File: config.mk
export PLATFORM = sky130hd
export DESIGN_NAME = ee_carry_gate
export DESIGN_NICKNAME = d
export VERILOG_FILES = /design/src/rtl/ee_pkg.sv /design/src/rtl/ledr_rx.sv /design/src/rtl/lut4_cell.sv /design/src/rtl/ee_ctrl.sv /design/src/rtl/ee_carry_gate.sv
export SDC_FILE = /design/constraint.sdc
export NUM_CORES = 1
export LEC_CHECK = 0
export BUFFER_PORTS_ARGS = -buffer_cell sky130_fd_sc_hd__buf_2
export CAP_MARGIN = 20
export CORE_ASPECT_RATIO = 0.75
export CORE_MARGIN = 8
export CORE_UTILIZATION = 55
export DETAILED_ROUTE_END_ITERATION = 10
export HOLD_SLACK_MARGIN = 0.02
export PLACE_DENSITY = 0.88
export SLEW_MARGIN = 30
export SYNTH_ARGS = -nofsm -noshare
export SYNTH_HDL_FRONTEND = slang
export SYNTH_SLANG_ARGS = --single-unit
File: constraint.sdc
create_clock -name clk -period 7.4 [get_ports clk]
set_input_delay 1.48 -clock clk [delete_from_list [all_inputs] [get_ports clk]]
set_output_delay 1.48 -clock clk [all_outputs]
set_load 0.01 [all_outputs]
File: src/rtl/ee_pkg.sv
package ee_pkg;
  localparam int NOPS = 3;

  typedef enum logic [1:0] {
    FK_NONE  = 2'd0,
    FK_FULL  = 2'd1,
    FK_EARLY = 2'd2,
    FK_LATE  = 2'd3
  } fire_kind_e;

  function automatic logic ledr_phase(input logic v, input logic t);
    return v ^ t;
  endfunction
endpackage

File: src/rtl/ledr_rx.sv
module ledr_rx #(
  parameter int N = 3
) (
  input  logic [N-1:0] val,
  input  logic [N-1:0] trn,
  input  logic         gate_ph,
  output logic [N-1:0] arrived
);
  for (genvar i = 0; i < N; i++) begin : g_op
    assign arrived[i] = (ee_pkg::ledr_phase(val[i], trn[i]) == gate_ph);
  end
endmodule

File: src/rtl/lut4_cell.sv
module lut4_cell #(
  parameter logic [15:0] INIT = 16'h0000
) (
  input  logic [3:0] sel,
  output logic       y
);
  assign y = INIT[sel];
endmodule

File: src/rtl/ee_ctrl.sv
module ee_ctrl
  import ee_pkg::*;
#(
  parameter int          N      = 3,
  parameter logic [N-1:0] SUBSET = 3'b011
) (
  input  logic         clk,
  input  logic         rst_n,
  input  logic [N-1:0] arrived,
  input  logic         trig,
  input  logic         fb_ok,
  output fire_kind_e   kind,
  output logic         gate_ph
);
  logic waiting;
  logic all_in, sub_in;

  assign all_in = &arrived;
  assign sub_in = &(arrived | ~SUBSET);

  always_comb begin
    kind = FK_NONE;
    if (waiting) begin
      if (all_in) kind = FK_LATE;
    end else if (all_in && fb_ok) begin
      kind = FK_FULL;
    end else if (sub_in && trig && fb_ok) begin
      kind = FK_EARLY;
    end
  end

  always_ff @(posedge clk) begin
    if (!rst_n) begin
      gate_ph <= 1'b0;
      waiting <= 1'b0;
    end else begin
      case (kind)
        FK_FULL:  gate_ph <= ~gate_ph;
        FK_EARLY: waiting <= 1'b1;
        FK_LATE: begin
          waiting <= 1'b0;
          gate_ph <= ~gate_ph;
        end
        default: ;
      endcase
    end
  end
endmodule

File: src/rtl/ee_carry_gate.sv
module ee_carry_gate
  import ee_pkg::*;
#(
  parameter int CNT_W = 16
) (
  input  logic             clk,
  input  logic             rst_n,
  input  logic             a_val,
  input  logic             a_trn,
  input  logic             b_val,
  input  logic             b_trn,
  input  logic             c_val,
  input  logic             c_trn,
  input  logic             fb_i,
  output logic             y_val,
  output logic             y_trn,
  output logic             fb_o,
  output logic [CNT_W-1:0] early_cnt
);
  localparam logic [15:0] MASTER_INIT = 16'hE8E8;
  localparam logic [15:0] TRIG_INIT   = 16'h9999;

  logic [NOPS-1:0] vals, trns, arr;
  logic            gph, m_y, t_y;
  fire_kind_e      kind;

  assign vals = {c_val, b_val, a_val};
  assign trns = {c_trn, b_trn, a_trn};

  ledr_rx #(.N(NOPS)) rx_i (
    .val(vals), .trn(trns), .gate_ph(gph), .arrived(arr)
  );

  lut4_cell #(.INIT(MASTER_INIT)) master_i (.sel({1'b0, vals}), .y(m_y));
  lut4_cell #(.INIT(TRIG_INIT))   trig_i   (.sel({1'b0, vals}), .y(t_y));

  ee_ctrl #(.N(NOPS), .SUBSET(3'b011)) ctrl_i (
    .clk(clk), .rst_n(rst_n), .arrived(arr), .trig(t_y),
    .fb_ok(fb_i == gph), .kind(kind), .gate_ph(gph)
  );

  always_ff @(posedge clk) begin
    if (!rst_n) begin
      y_val     <= 1'b0;
      y_trn     <= 1'b1;
      early_cnt <= '0;
    end else begin
      if (kind == FK_FULL || kind == FK_EARLY) begin
        y_val <= m_y;
        y_trn <= m_y ^ gph;
      end
      if (kind == FK_EARLY) early_cnt <= early_cnt + 1'b1;
    end
  end

  assign fb_o = gph;
endmodule

==> results of run 1 <==
-- routing by layer --
metal,routed length (um),track usage,part of all wire
met4,13,0.03729,0.0053
met1,1120,0.1659,0.46
met5,0,0,0
met2,1174,0.2333,0.48
met3,144,0.05433,0.059
-- area by class of cell --
type | instances | area, um^2 | share of cell area
Clock inverter | 1 | 30.03 | 0.02281
Multi-Input combinational cell | 97 | 668.1 | 0.5076
Timing Repair Buffer | 27 | 135.1 | 0.1027
Clock buffer | 3 | 22.52 | 0.01711
Tap cell | 24 | 30.03 | 0.02281
Sequential cell | 20 | 400.4 | 0.3042
Inverter | 8 | 30.03 | 0.02281
-- cells by family after synthesis --
logic type / Yosys count / synth area share
buffers and inverters: 12 / 0.04794
AO/OA/AOI/OAI: 15 / 0.08920
adder cells (fa/ha/maj): 5 / 0.05574
flip-flops: 20 / 0.3567
multiplexers: 5 / 0.04459
XOR/XNOR: 16 / 0.1249
AND/OR/NAND/NOR: 56 / 0.2810
-- cells in the final DEF (no fill, tap or decap) --
master and count:
buf_2 27, xor2_1 3, mux2i_1 5, a21oi_1 3
nand2b_1 3, nor3b_1 1, a311oi_1 1, nand3b_1 1
nand3_1 4, a21boi_1 1, clkbuf_4 3, nand4_4 1
nor3_2 1, a31oi_1 1, xnor2_1 13, nor2_1 20
a221oi_1 1, o2111ai_1 1, inv_1 8, nor4_2 4
or4_1 1, bufinv_16 1, o21ai_0 4, nand4_1 3
or3_1 1, o21bai_1 1, ha_1 5, nand3_2 1
o211ai_1 1, dfxtp_1 20, o21ba_2 1, nor3_1 5
nand2_1 10
-- worst max-delay path: stages --
cell and delay, ns:
buf_2 0.11, inv_1 0.04, ha_1 0.30, or4_1 0.46, a311oi_1 0.40, ha_1 0.43, nand4_4 0.20, nor4_2 0.32
xnor2_1 0.15, nor2_1 0.05
-- sequential cells by signal, summed over array words and instances, names as in the netlist --
name	count
ctrl_i.gate_ph	1
early_cnt	16
y_val	1
ctrl_i.waiting	1
y_trn	1
-- report_power, final --
group	leakage [nW]	internal [mW]	total [mW]	switching, mW
Clock	0.0279	0.0548	0.0886	0.0338
Combinational	0.379	0.0155	0.0343	0.0188
Sequential	0.162	0.111	0.116	0.00524
Total	0.568	0.181	0.239	0.0578
-- worst paths after layout --
check / cells after the start / to
worst max-delay path: 10 / early_cnt[14]
worst min-delay path: 2 / early_cnt[13]
worst max register to register: 7 / early_cnt[14]
worst min register to register: 2 / early_cnt[13]
==> impl_summary.log, run 1 <==
INFO  metric floorplan.die_area = 3757 um^2
INFO  metric crit_path_start_kind = input pin
INFO  metric dp.final_hpwl = roughly 1.9 mm
INFO  metric holdCritPathClass = reg2reg
INFO  metric run_status = completed
INFO  metric final_core_utilization = 0.6709
INFO  metric reg2reg_from = ctrl_i.waiting
INFO  metric cell_area_power_density = around 180 nW/um^2
INFO  metric vias_per_cell = 5.278
INFO  metric portBuffers = 27
INFO  metric synthTopCellsByArea = dfxtp_1 (36%), xnor2_1 (10%), nor2_1 (6.7%), ha_1 (5.6%), mux2i_1 (4.5%)
INFO  metric worst_setup_hold_path_clk_slew = 0.11 ns
INFO  metric filler_cell_count = roughly 160
INFO  metric worstMarginPinSlew = around 0.50 ns
INFO  metric globalRouteOverflowTotal = 0
INFO  metric cts_sinks = 20
INFO  metric floorplan.die.height = 55.12 um
INFO  metric worst_hold_slack = 0.4949 ns
INFO  metric drt-initial-drc-count = 14
INFO  metric synthArstFlopShare = 0
INFO  metric post-cts-setup-buffers = 0
INFO  metric ir_drop = 0.2004 mV
INFO  metric grt_usage = 0.1397
INFO  metric detail_route.drc_violations = 0
INFO  metric reg2reg_setup_slack = 4.79 ns
INFO  metric detail_route.wirelength = 2.453 mm
INFO  metric synth.yosys.warnings = 0
INFO  metric core_area = 1962 um^2
INFO  metric total_power = 239.2 uW
INFO  metric highest_clock_frequency_the_design_can_meet = 0.2653 GHz
INFO  metric die-width = 68.16 um
INFO  metric end_kind = register
INFO  metric final_max_slew_viol_count = 0
INFO  metric clock_latency = 0.30 ns
INFO  metric netlist_top_cells_count = dfxtp_1 (20), nor2_1 (20), xnor2_1 (13)
INFO  metric final.period_utilization = 0.5094
INFO  metric post-route-min-period = 3.769 ns
INFO  metric maximum_fanout_count_along_the_critical_path = 7
INFO  metric syn-num-nets = 143
INFO  metric setup_viol = 0
INFO  metric synth_area_leader_cell = dfxtp_1
INFO  metric placement.setup.worst_slack = 3.332 ns
INFO  metric timing.max_slew.rel_slack = 0.6694
INFO  metric grt_first_pass_wirelength = 4.022 mm
INFO  metric cts-buffers-inserted = 3
INFO  metric finish.instance_area = 1316 um^2
INFO  metric synthCells = 129
INFO  metric gp_congestion = roughly 0.83
INFO  metric post_cts_resized = 0
INFO  metric worst_ep_arrival_time = approximately 4.0 ns
INFO  metric avgRoutedWirePerCell = 13.63 um
INFO  metric placedInstanceArea = ~1300 um^2
INFO  metric cap_violations = 0
INFO  metric power_leakage = 0.5681 nW
INFO  metric clk_path_buf_depth = 2
INFO  metric antenna_cells_inserted = 0
INFO  metric required_time_of_the_critical_path = roughly 7.6 ns
INFO  metric floorplan.initialDensity = 0.5721
INFO  metric rsz_0062_raised_after_global_routing = no
INFO  metric synth.cell_area = ~1100 um^2
INFO  metric grt_pass1_vias = roughly 910
INFO  metric place.detailed.instances = between 150 and 200
INFO  metric synth_top_flop_cell = dfxtp_1
INFO  metric timing_hold_violations_final = 0
INFO  metric worstHoldStart = early_cnt[13]
INFO  metric finalNonFillerCells = 180
INFO  metric grt_antenna_before_repair = 0
INFO  metric cts_root_buf = clkbuf_4
INFO  metric layout-drive-gt1-share = 0.2500
INFO  metric nets = 171
INFO  metric final.setup.tns = 0 ns
INFO  metric critical_path_class = in2reg
INFO  metric cts.hold.buffers_added = 0
INFO  metric worst_slack = 3.631 ns
INFO  metric ys_seq_elements = 20
INFO  metric synth_edf_count = 0
INFO  metric tritoncts = yes
INFO  metric finalClockSkew = 0.006923 ns
INFO  metric vias = 950
INFO  metric drt.antenna.violating_nets = 0
INFO  metric first_pass_iters = 4
INFO  metric synthToLayoutAreaGrowth = 17.28%
INFO  metric num_rows = 14
INFO  metric ioPinCount = 28
INFO  metric synthDominantCellAreaShare = 0.3567
INFO  metric pin_count_of_the_biggest_net_entering_global_routing = 17
INFO  metric h-tree-depth = 1
INFO  metric worst_setup_path_startpoint = a_val
INFO  metric avgSynthCellArea = 8.700 um^2
INFO  metric yosys.cell_types.count = 33
INFO  metric ys_seq_area_frac = 0.3567
Note: power is estimated with default switching activity, not from simulation.
==> run 2: changes to the inputs <==
--- a/config.mk
+++ b/config.mk
@@ -5,14 +5,15 @@
 export SDC_FILE = /design/constraint.sdc
 export NUM_CORES = 1
 export LEC_CHECK = 0
+export ABC_AREA = 1
 export BUFFER_PORTS_ARGS = -buffer_cell sky130_fd_sc_hd__buf_2
 export CAP_MARGIN = 20
 export CORE_ASPECT_RATIO = 0.75
 export CORE_MARGIN = 8
-export CORE_UTILIZATION = 55
+export CORE_UTILIZATION = 46
 export DETAILED_ROUTE_END_ITERATION = 10
 export HOLD_SLACK_MARGIN = 0.02
-export PLACE_DENSITY = 0.88
+export PLACE_DENSITY = 0.79
 export SLEW_MARGIN = 30
 export SYNTH_ARGS = -nofsm -noshare
 export SYNTH_HDL_FRONTEND = slang
==> constraint.sdc (replaced) <==
create_clock -name clk -period 3.45 [get_ports clk]
set_input_delay 0.69 -clock clk [delete_from_list [all_inputs] [get_ports clk]]
set_output_delay 0.69 -clock clk [all_outputs]
set_load 0.01 [all_outputs]
==> run 2 against run 1 <==
  * Worst hold slack worse by 0.023 ns
  * Power up 97%
  * Critical path type unchanged
  * Combinational power up 130%
  * First-iteration DRC count grew to 6.4 times the previous value
  * Highest routed layer unchanged
==> impl_summary.log, run 2 <==
INFO  metric nets = 204
INFO  metric reg2reg_setup_slack = 1.04 ns
INFO  metric timing_hold_violations_final = 0
INFO  metric finish.instance_area = 1314 um^2
INFO  metric drt-initial-drc-count = between 80 and 90
INFO  metric largest_register_ff_count = 16
INFO  metric globalRouteOverflowTotal = 0
INFO  metric h-tree-depth = 1
INFO  metric pin_count_of_the_biggest_net_entering_global_routing = 17
INFO  metric end_kind = register
INFO  metric gp_congestion = 0.8337
INFO  metric whs_path_depth = 2
INFO  metric synth_area_leader_cell = dfxtp_1
INFO  metric place.detailed.instances = 219
INFO  metric vias = 1120
INFO  metric worst_setup_hold_path_clk_slew = 0.11 ns
INFO  metric rsz_0062_raised_after_global_routing = no
INFO  metric timing.max_slew.rel_slack = 0.7909
INFO  metric floorplan.die_area = 4239 um^2
INFO  metric synth_edf_count = 0
INFO  metric ioPinCount = 28
INFO  metric ys_seq_area_frac = 0.3628
INFO  metric detail_route.drc_violations = 0
INFO  metric run_status = completed
INFO  metric whs_endpoint = early_cnt[10]
INFO  metric finalClockSkew = 0.003255 ns
INFO  metric cap_violations = 0
INFO  metric max_flop_register = early_cnt
INFO  metric synth.cell_area = approximately 1100 um^2
INFO  metric antenna_cells_inserted = 0
INFO  metric grt_antenna_before_repair = 0
INFO  metric die-width = around 73 um
INFO  metric synth.yosys.warnings = 0
INFO  metric synthDominantCellAreaShare = 0.3628
INFO  metric comb_power_share = 0.170
INFO  metric cts_sinks = 20
INFO  metric ys_seq_elements = 20
INFO  metric final_max_slew_viol_count = 0
INFO  metric detail_route.wirelength = around 2.5 mm
INFO  metric floorplan.initialDensity = 0.4820
INFO  metric drt.antenna.violating_nets = 0
INFO  metric avgRoutedWirePerCell = 11.41 um
INFO  metric dp.final_hpwl = 2.036 mm
INFO  metric p_sw_frac = 0.2826
INFO  metric critical_path.top_delay_family = adder cells
INFO  metric placedInstanceArea = approximately 1300 um^2
INFO  metric cts-buffers-inserted = 3
INFO  metric finalNonFillerCells = 223
INFO  metric post-route-min-period = roughly 2.5 ns
INFO  metric crit_path_cell_trace = buf_2 > inv_1 > ha_1 > a211o_1 > a21oi_1 > ha_1 > nand3_2 > nor2_4 > nand3_2 > inv_2 > nand2_1 > o21ai_1 > nor2_1
INFO  metric post_cts_resized = 0
INFO  metric synth_top_flop_cell = dfxtp_1
INFO  metric syn-num-nets = around 170
INFO  metric cts.hold.buffers_added = 0
INFO  metric seq_power_share = 0.534
INFO  metric vias_per_cell = 5.022
INFO  metric capturing_point_of_the_worst_reg2reg_path = early_cnt[12]
INFO  metric layout_commonest_cell = nand2_1
INFO  metric grt_first_pass_wirelength = 4.485 mm
INFO  metric synthCells = 159
INFO  metric synthArstFlopShare = 0
INFO  metric grt_usage = 0.1325
INFO  metric floorplan.die.height = 58.42 um
INFO  metric holdCritPathClass = reg2reg
INFO  metric cpMaxStageDelayCell = ha_1
INFO  metric first_pass_iters = 4
INFO  metric post-cts-setup-buffers = 0
INFO  metric synthToLayoutAreaGrowth = 19.05%
INFO  metric worst_ep_arrival_time = 2.69 ns
INFO  metric cts_root_buf = clkbuf_4
INFO  metric yosys.cell_types.count = 27
INFO  metric maximum_fanout_count_along_the_critical_path = 8
INFO  metric synth.most_common_cell = nand2_1
INFO  metric filler_cell_count = roughly 240
INFO  metric crit_buf_inv = 3
INFO  metric power.share.clock = 0.296
INFO  metric worst_r2r_path_depth = 13
INFO  metric core_area = 2290 um^2
INFO  metric final.period_utilization = 0.7184
INFO  metric final_cell_mix = nand2_1 (34), buf_2 (27), inv_1 (26)
INFO  metric setup_viol = 0
INFO  metric avgSynthCellArea = 6.941 um^2
INFO  metric crit_path_start_kind = input pin
INFO  metric layout-drive-gt1-share = 0.2328
INFO  metric ir_drop = 0.1786 mV
INFO  metric clk_path_buf_depth = 2
INFO  metric critical_path_class = in2reg
INFO  metric worst_path_largest_cell_delay = 0.33 ns
INFO  metric final.setup.tns = 0 ns
INFO  metric total_switching_power = 133.4 uW
INFO  metric required_time_of_the_critical_path = approximately 3.7 ns
INFO  metric power_leakage = 0.6526 nW
INFO  metric portBuffers = 27
INFO  metric cellInternalPower = 338.6 uW
INFO  metric reg2reg_from = ctrl_i.gate_ph
INFO  metric netlist_top_cells_count = nand2_1 (34), inv_1 (26), dfxtp_1 (20)
INFO  metric num_rows = 15
INFO  metric highest_clock_frequency_the_design_can_meet = 0.4034 GHz
INFO  metric grt_pass1_vias = 1050
INFO  metric worstHoldStart = early_cnt[10]
INFO  metric worstMarginPinSlew = 0.3103 ns
INFO  metric synthTopCellsByArea = dfxtp_1 (36%), nand2_1 (12%), inv_1 (8.8%), nand3_1 (5.9%), ha_1 (5.7%)
INFO  metric cell_area_power_density = 359.3 nW/um^2
INFO  metric tritoncts = yes
INFO  metric clock_latency = about 0.31 ns
-- run 2: cell count changes in the layout (fill, tap and decap cells not counted), moves of 9 or more --
cell	change
nand2_1	+24
a21oi_1	+9
nand3_1	+9
inv_1	+18
xnor2_1	-13
-- run 2: area by class of cell --
cell class	instances	area, um^2	share of cell area
well taps	34	42.54	0.03238
repair buffers	27	135.1	0.1029
flip-flops and latches	20	400.4	0.3048
clock buffers	4	36.28	0.02762
multi-input cells	111	598.1	0.4552
inverters	27	101.3	0.07714
-- run 2: cell families (layout without fill, tap and decap cells) --
group	count (synthesis)	count (layout)	share of synthesized area
AND/OR/NAND/NOR	78	78	0.3390
buffers and inverters	28	58	0.09523
adder cells (fa/ha/maj)	5	5	0.05669
AO/OA/AOI/OAI	27	27	0.1383
flip-flops	20	20	0.3628
XOR/XNOR	1	1	0.007938
-- run 2: worst max path at each step --
stage          start       endpoint  slack, ns  cells past startpoint
2_1_floorplan  a_val  early_cnt[15]       1.01                     12
3_5_place_dp   a_val  early_cnt[15]       0.65                     13
6_report       a_val  early_cnt[12]       0.97                     13
3_3_place_gp   a_val  early_cnt[15]       0.72                     13
4_1_cts        a_val  early_cnt[15]       0.98                     13
5_1_grt        a_val  early_cnt[12]       0.75                     13
-- run 2: power by group through the flow --
stage | Sequential (mW) | Combinational (mW) | Clock (mW)
finish | 0.252 | 0.0804 | 0.140
global route | 0.254 | 0.0917 | 0.151
CTS | 0.252 | 0.0805 | 0.143
detailed placement | 0.257 | 0.0802 | 0
global placement | 0.256 | 0.0762 | 0
floorplan | 0.260 | 0.0491 | 0
-- run 2: worst register-to-register path: stages (launching register included) --
cell and delay (ns):
dfxtp_1 0.47, inv_1 0.14, nand3_1 0.12, nand3_1 0.12
o21bai_1 0.18, a21oi_1 0.20, ha_1 0.33, nand3_2 0.14
nor2_4 0.14, nand3_2 0.11, inv_2 0.11, nand2_1 0.07
o21ai_1 0.14, nor2_1 0.05
-- run 2: routing by layer --
layer,part of all wire,track usage,wire length [um]
met1,0.46,0.1586,1171
met2,0.44,0.2176,1124
met3,0.075,0.03898,192
met4,0.022,0.05114,55
met5,0,0,0
-- run 2: stage by stage --
stage,hold slack [ns],power (mW),utilization,setup slack (ns)
after floorplan,0.4663,0.3088,-,1.010
after global placement,0.4562,0.3321,0.5579,0.7179
after detailed placement,0.4552,0.3370,0.5579,0.6522
after CTS,0.4730,0.4756,0.5738,0.9837
after global routing,0.5106,0.4966,0.5738,0.7538
final,0.4721,0.4720,0.5738,0.9714
